--- config.mk ---
export PLATFORM = sky130hd
export DESIGN_NAME = dst_addr_remap
export DESIGN_NICKNAME = d
export VERILOG_FILES = /design/src/rtl/remap_pkg.sv /design/src/rtl/remap_static.sv /design/src/rtl/remap_dynamic.sv /design/src/rtl/remap_spread.sv /design/src/rtl/dst_addr_remap.sv
export SDC_FILE = /design/constraint.sdc
export NUM_CORES = 1
export LEC_CHECK = 0
export BUFFER_PORTS_ARGS = -buffer_cell sky130_fd_sc_hd__buf_2
export CAP_MARGIN = 20
export CORE_UTILIZATION = 50
export DETAILED_ROUTE_END_ITERATION = 8
export PLACE_DENSITY = 0.82
export SYNTH_ARGS = -nofsm -noshare
export SYNTH_HDL_FRONTEND = slang
export SYNTH_SLANG_ARGS = --single-unit
--- constraint.sdc ---
create_clock -name clk_i -period 0.95 [get_ports clk_i]
set_input_delay 0.0475 -clock clk_i [delete_from_list [all_inputs] [get_ports clk_i]]
set_output_delay 0.0475 -clock clk_i [all_outputs]
set_load 0.005 [all_outputs]
--- src/rtl/remap_pkg.sv ---
package remap_pkg;
  typedef enum logic [1:0] {
    MODE_PASS    = 2'b00,
    MODE_STATIC  = 2'b01,
    MODE_DYNAMIC = 2'b10,
    MODE_RSVD    = 2'b11
  } remap_mode_e;
endpackage

--- src/rtl/remap_static.sv ---
module remap_static #(
  parameter int ADDR_W = 32,
  parameter int HI_W   = 12
) (
  input  logic [ADDR_W-1:0] addr_i,
  input  logic [HI_W-1:0]   sel_i,
  input  logic [HI_W-1:0]   pattern_i,
  output logic [ADDR_W-1:0] addr_o
);
  localparam int LO_W = ADDR_W - HI_W;

  logic [HI_W-1:0] hi_in;

  assign hi_in  = addr_i[ADDR_W-1:LO_W];
  assign addr_o = {(sel_i & pattern_i) | (~sel_i & hi_in), addr_i[LO_W-1:0]};
endmodule

--- src/rtl/remap_dynamic.sv ---
module remap_dynamic #(
  parameter int ADDR_W    = 32,
  parameter int COL_W     = 6,
  parameter int COL_SHIFT = 20
) (
  input  logic [ADDR_W-1:0] addr_i,
  input  logic [COL_W-1:0]  colid_i,
  input  logic [ADDR_W-1:0] offset_i,
  output logic [ADDR_W-1:0] addr_o
);
  localparam int PAD_W = ADDR_W - COL_W;

  logic [ADDR_W-1:0] col_term;

  // modulo 2^ADDR_W by width truncation
  assign col_term = {{PAD_W{1'b0}}, colid_i} << COL_SHIFT;
  assign addr_o   = addr_i - col_term + offset_i;
endmodule

--- src/rtl/remap_spread.sv ---
module remap_spread #(
  parameter int ADDR_W = 32,
  parameter int SPLIT  = 16
) (
  input  logic [ADDR_W-1:0] addr_i,
  output logic [ADDR_W-1:0] addr_o
);
  logic [1:0] pair;

  assign pair   = (|addr_i[SPLIT+1:SPLIT]) ? 2'b11 : 2'b00;
  assign addr_o = {addr_i[ADDR_W-3:SPLIT], pair, addr_i[SPLIT-1:0]};
endmodule

--- src/rtl/dst_addr_remap.sv ---
module dst_addr_remap
  import remap_pkg::*;
#(
  parameter int ADDR_W     = 32,
  parameter int HI_W       = 12,
  parameter int COL_W      = 6,
  parameter int PAYLOAD_W  = 72,
  parameter bit TX_VARIANT = 1'b0
) (
  input  logic                 clk_i,
  input  logic                 rst_ni,
  input  logic                 valid_i,
  input  logic [1:0]           mode_i,
  input  logic [ADDR_W-1:0]    addr_i,
  input  logic [PAYLOAD_W-1:0] payload_i,
  input  logic [HI_W-1:0]      sel_i,
  input  logic [HI_W-1:0]      pattern_i,
  input  logic [COL_W-1:0]     colid_i,
  input  logic [ADDR_W-1:0]    offset_i,
  output logic                 valid_o,
  output logic [ADDR_W-1:0]    addr_o,
  output logic [PAYLOAD_W-1:0] payload_o
);
  localparam int LO_W = ADDR_W - HI_W;

  logic [ADDR_W-1:0]    addr_nxt;
  logic                 valid_q;
  logic [ADDR_W-1:0]    addr_q;
  logic [PAYLOAD_W-1:0] pay_q;

  if (TX_VARIANT) begin : g_tx
    logic [ADDR_W-1:0] spread_addr;

    remap_spread #(.ADDR_W(ADDR_W), .SPLIT(16)) u_spread (
      .addr_i(addr_i),
      .addr_o(spread_addr)
    );

    // reserved 1x codes fall back to pass-through
    always_comb addr_nxt = (mode_i == MODE_STATIC) ? spread_addr : addr_i;

    assert_tx_spread_R8: assert property (@(posedge clk_i) disable iff (!rst_ni)
      valid_o && $past(mode_i) == MODE_STATIC |->
        addr_o[15:0] == $past(addr_i[15:0]) &&
        addr_o[17:16] == {2{$past(|addr_i[17:16])}} &&
        addr_o[ADDR_W-1:18] == $past(addr_i[ADDR_W-3:16]));

    assert_tx_rsvd_pass_R9: assert property (@(posedge clk_i) disable iff (!rst_ni)
      valid_o && $past(mode_i[1]) |-> addr_o == $past(addr_i));
  end else begin : g_rx
    logic [ADDR_W-1:0] static_addr;
    logic [ADDR_W-1:0] dyn_addr;

    remap_static #(.ADDR_W(ADDR_W), .HI_W(HI_W)) u_static (
      .addr_i   (addr_i),
      .sel_i    (sel_i),
      .pattern_i(pattern_i),
      .addr_o   (static_addr)
    );

    remap_dynamic #(.ADDR_W(ADDR_W), .COL_W(COL_W), .COL_SHIFT(LO_W)) u_dynamic (
      .addr_i  (addr_i),
      .colid_i (colid_i),
      .offset_i(offset_i),
      .addr_o  (dyn_addr)
    );

    always_comb begin
      case (remap_mode_e'(mode_i))
        MODE_STATIC:  addr_nxt = static_addr;
        MODE_DYNAMIC: addr_nxt = dyn_addr;
        default:      addr_nxt = addr_i;
      endcase
    end

    assert_static_mask_R3: assert property (@(posedge clk_i) disable iff (!rst_ni)
      valid_o && $past(mode_i) == MODE_STATIC |->
        addr_o[LO_W-1:0] == $past(addr_i[LO_W-1:0]) &&
        (addr_o[ADDR_W-1:LO_W] & $past(sel_i)) == $past(sel_i & pattern_i) &&
        (addr_o[ADDR_W-1:LO_W] & ~$past(sel_i)) == $past(addr_i[ADDR_W-1:LO_W] & ~sel_i));

    assert_dynamic_sum_R4: assert property (@(posedge clk_i) disable iff (!rst_ni)
      valid_o && $past(mode_i) == MODE_DYNAMIC |->
        ADDR_W'(addr_o + ({{(ADDR_W-COL_W){1'b0}}, $past(colid_i)} << LO_W))
          == ADDR_W'($past(addr_i) + $past(offset_i)));

    assert_rsvd_pass_R5: assert property (@(posedge clk_i) disable iff (!rst_ni)
      valid_o && $past(mode_i) == MODE_RSVD |-> addr_o == $past(addr_i));
  end

  always_ff @(posedge clk_i or negedge rst_ni) begin
    if (!rst_ni) begin
      valid_q <= 1'b0;
      addr_q  <= '0;
      pay_q   <= '0;
    end else begin
      valid_q <= valid_i;
      if (valid_i) begin
        addr_q <= addr_nxt;
        pay_q  <= payload_i;
      end
    end
  end

  assign valid_o   = valid_q;
  assign addr_o    = addr_q;
  assign payload_o = pay_q;

  assert_pass_R2: assert property (@(posedge clk_i) disable iff (!rst_ni)
    valid_o && $past(mode_i) == MODE_PASS |-> addr_o == $past(addr_i));

  assert_valid_delay_R6: assert property (@(posedge clk_i) disable iff (!rst_ni)
    valid_o == $past(valid_i));

  assert_payload_carry_R7: assert property (@(posedge clk_i) disable iff (!rst_ni)
    valid_o |-> payload_o == $past(payload_i));

  assert_idle_hold_R10: assert property (@(posedge clk_i) disable iff (!rst_ni)
    !valid_i |=> $stable(addr_o) && $stable(payload_o));
endmodule

==> reports/results.txt <==
Counting the buffers created by CTS gives 9. Each instance of the synthesized netlist takes up on average 9.67 sq um. The total count of max-transition violations in the final report is 0. The run gives 47.2 mm as the wire length of the first global-routing pass.

The slowest stage of the critical path is the o31ai_2 cell. Synthesis produced 723 cells. STA classifies the critical path startpoint as an input pin. The share of power burned in combinational logic was 0.502. The hold path endpoint is addr_o[6]. After routing the design area is 12600 sq um. Using the TritonRoute via totals, the vias-per-cell ratio works out to 6.50. The remaining global-route overflow was 0; the via count of the first global-routing pass was 8618.

The region available for standard cell placement spans 13500 sq um. From bottom edge to top edge, the die measures 120 microns. The worst setup slack after layout is -1.84 ns, and the area fraction of the dominant cell type after synthesis is 0.376. In the final routed layout, each cell accounts on average for 28.1 microns. Counting both buffers and inverters, the worst setup path holds a total of 5. Dividing total power by cell area gives a power density of 1530 nW/um^2. The worst reg2reg path depth was 3; the relative contribution of the clock network to total power was 0.219.

Based on the critical path, the design can be clocked at up to 0.359 GHz. Walking the worst path, the cells encountered are buf_6, inv_2, fa_1, inv_2, ha_4, and2_4, buf_6, nand2_4, o31ai_2, a221oi_4, buf_4, xnor2_2, a32oi_1, o221ai_1, o21a_1. The checks that failed: DRC, setup timing. The floorplan step defined a die boundary enclosing 14500 sq um. The Yosys step of the flow raised 0 warnings. The tools report the worst hold path startpoint as addr_i[6]. The setup check on the worst reg-to-reg path leaves a slack of -0.12 ns. The cell family with the largest share of critical-path delay was compound AO/OA/AOI/OAI gates. The longest clock path from root to sink contains 2 buffers. The leading register cell type out of synthesis was dfrtp_1. Synthesis instantiated 64 different standard cells from the library. The number of clock sinks seen by CTS is 105. In this run the horizontal extent of the chip is 120 microns.

Once detail routing completed, the nets flagged for antenna violations numbered 0. For this design the total switching power over the nets is 7.49 mW. For the pin with the worst max-slew slack, the measured transition is 0.884 ns. The sequential area share after synthesis is 0.376, and the clock slew at the register clock pins of the worst setup and hold paths is 0.08 ns. For the highest ir drop seen on vdd, the log shows 1860 uV. The tools report the internal power as 11.8 mW. Detailed placement ended at an HPWL of 17.5 mm. Worst hold path cell count: 3.

After synthesis, the cell types taking the most area are dfrtp_1, mux2_2, ha_1, inv_1, a21oi_1. The power share of the sequential group was 0.279; the count of flip-flops with a built-in enable after synthesis was 0. The tools report the clock latency at the later pin of the worst-skew pair as 0.36 ns. The critical path is of the input pin to flop type. The tools report the beginning of the worst register-to-register path as addr_o[8].

The tools report the final hold violation count as 0. The fraction of registers with async set/reset works out to 1.00. When the netlist entered floorplanning its net count stood at 957. During placement, the flow inserted port buffers numbering 275. The tools report the leakage power total as 6.04 nW.

The endpoint arrival time on the critical path was 3.05 ns; the count of boundary I/O pins was 276. The worst hold-check path type was input pin to flop. The tools report the initial antenna violation count as 8. The run gives 0.901 as the weighted congestion at the end of routability-driven global placement. The max capacitance violation total came out at 0. The flow ran to the end, but the final reports show violations.

The share of post-route cells with drive strength above 1 is 0.606. The top cell type by total area after synthesis is dfrtp_1. The area added between synthesis and finish works out to 80.5%. The run gives 54 as the largest net degree at the start of global routing. The post-detailed-route DRC marker count came out at 27. Setup violations remaining at the end of the flow were counted as 98. The max-slew headroom at the worst pin is 0.407. For this run, the post-layout net count is 1469. The overall routed net length is 39.9 mm, and the delay contributed by the slowest stage of the critical path is 0.71 ns. Clock tree synthesis selected as its root buffer the cell clkbuf_16. Clock skew on the completed layout was measured at 0 ns. The logs give 0.519 for the initial core utilization and 9247 for the total number of vias. The logs give 1352 for the number of DRC violations after detailed-routing iteration 0 and -1.60 ns for the worst setup timing slack at the placement stage. The tools report the count of H-tree levels built during CTS as 3. The final cycle utilization of the critical path works out to 2.93. Fraction of power spent switching nets: 0.388. Setup repair after global routing could not meet its margin everywhere. The minimum clock period was 2.79 ns; the number of detailed-route iterations in the first pass was 9.

The type of destination of the critical path is a flop. Synthesis inferred 105 register bits. STA puts the critical path data required time at 1.21 ns. In this run the cell area of the synthesized design comes to 6990 sq um.

TritonCTS built the clock tree. The combined global-route utilization of all metal layers is 0.435, and the peak fanout along the critical path is 3. After floorplanning, the core was divided into 42 placement rows. In this run the cell area measured after placement is 10100 sq um.

End of the worst register-to-register path: addr_o[8].
power groups by stage:
stage / clock network, mW / logic, mW / registers [mW]
CTS: 4.12 / 7.40 / 5.23
floorplan: 0 / 3.50 / 5.35
detailed placement: 0 / 6.28 / 5.32
global route: 4.36 / 10.1 / 5.42
finish: 4.23 / 9.69 / 5.38
global placement: 0 / 6.11 / 5.28
kinds of logic after synthesis:
group	count (synthesis)	share of synthesized area
flip-flops	105	0.376
AO/OA/AOI/OAI	187	0.180
adder cells (fa/ha/maj)	63	0.119
buffers and inverters	159	0.0942
XOR/XNOR	29	0.0363
multiplexers	75	0.120
AND/OR/NAND/NOR	105	0.0736
layer usage:
layer | GRT usage | wire length (microns) | vias up
li1 | - | - | 3508
met1 | 0.447 | 12200 | 4254
met2 | 0.770 | 18100 | 991
met3 | 0.136 | 4860 | 492
met4 | 0.262 | 4790 | 2
met5 | 0.0110 | 13 | -
what timing repair did:
action	in CTS	in global routing
pin swaps	90	58
resized for setup	124	99
endpoints found under the hold margin	182	0
hold buffers	78	0
setup endpoints to repair	41	114
buffers inserted	20	34
worst register-to-register path, delay by kind of cell (launching register included):
family,cells,cell delay [ns]
flops,1,0.42
compound gates,2,0.37
simple gates,1,0.16
through the flow:
| stage | total power [mW] | std cells | setup TNS (ns) | util | hold WS (ns) |
|---|---|---|---|---|---|
| after detailed placement | 11.6 | 1275 | -39.51 | 0.752 | -0.102 |
| after global routing | 19.8 | 1417 | -36.51 | 0.937 | 0.00398 |
| after global placement | 11.4 | 1275 | -38.11 | 0.752 | -0.101 |
| after floorplan | 8.85 | 723 | -25.55 | - | -0.248 |
| after CTS | 16.8 | 1385 | -24.62 | 0.884 | 0.00979 |
| final | 19.3 | 1422 | -33.85 | 0.938 | 0.0162 |
layout make-up:
| cell class | instances | area (sq um) |
|---|---|---|
| Clock buffer | 9 | 225 |
| Tap cell | 176 | 220 |
| Clock inverter | 7 | 93.8 |
| Timing Repair Buffer | 532 | 3960 |
| Fill cell | 412 | 840 |
| Antenna cell | 6 | 15.0 |
| Sequential cell | 105 | 2630 |
| Inverter | 128 | 586 |
| Multi-Input combinational cell | 459 | 4880 |
cells in the final DEF (no fill, tap or decap), drive strengths merged, types with 10 or more instances in the layout:
cell type and n:
buf 453, inv 131, dfrtp 105, dlygate4sd3 78, mux2 72, ha 57, o21ai 49, a21oi 46
nor2 34, nand2 27, a21o 19, a22oi 18, xnor2 17, xor2 12, clkbuf 10
synth_stat cells (3+ instances only):
master,count
nand3_1,9
o211ai_1,4
nor2_1,34
a32oi_1,8
o21ai_1,7
a21o_1,18
nand2b_1,6
nand4_1,8
a22oi_1,18
ha_1,57
a21oi_1,46
dfrtp_1,105
o211a_1,3
mux2_2,72
nor2b_1,3
xor2_1,12
o21a_1,5
a221oi_2,3
clkbuf_1,19
o21ai_0,41
fa_1,6
xnor2_1,17
a31oi_1,9
o31ai_1,3
nand2_1,25
inv_1,128
mux2i_1,3
clkbuf_8,3
buf_1,3
o21bai_1,4
nor3_1,5
state kept, by name, summed over array words and instances (netlist names):
signal     count
payload_o     72
valid_o        1
addr_o        32
how the worst max path moves through the flow:
stage	from	end	slack [ns]	depth (start not counted)
after detailed placement	colid_i[2]	addr_o[31]	-1.60	12
after floorplan	colid_i[2]	addr_o[31]	-1.44	12
after global placement	colid_i[2]	addr_o[31]	-1.55	12
after CTS	offset_i[20]	addr_o[21]	-1.16	15
final	offset_i[20]	addr_o[21]	-1.84	15
after global routing	offset_i[20]	addr_o[21]	-1.78	15
Note: power is estimated with default switching activity, not from simulation.
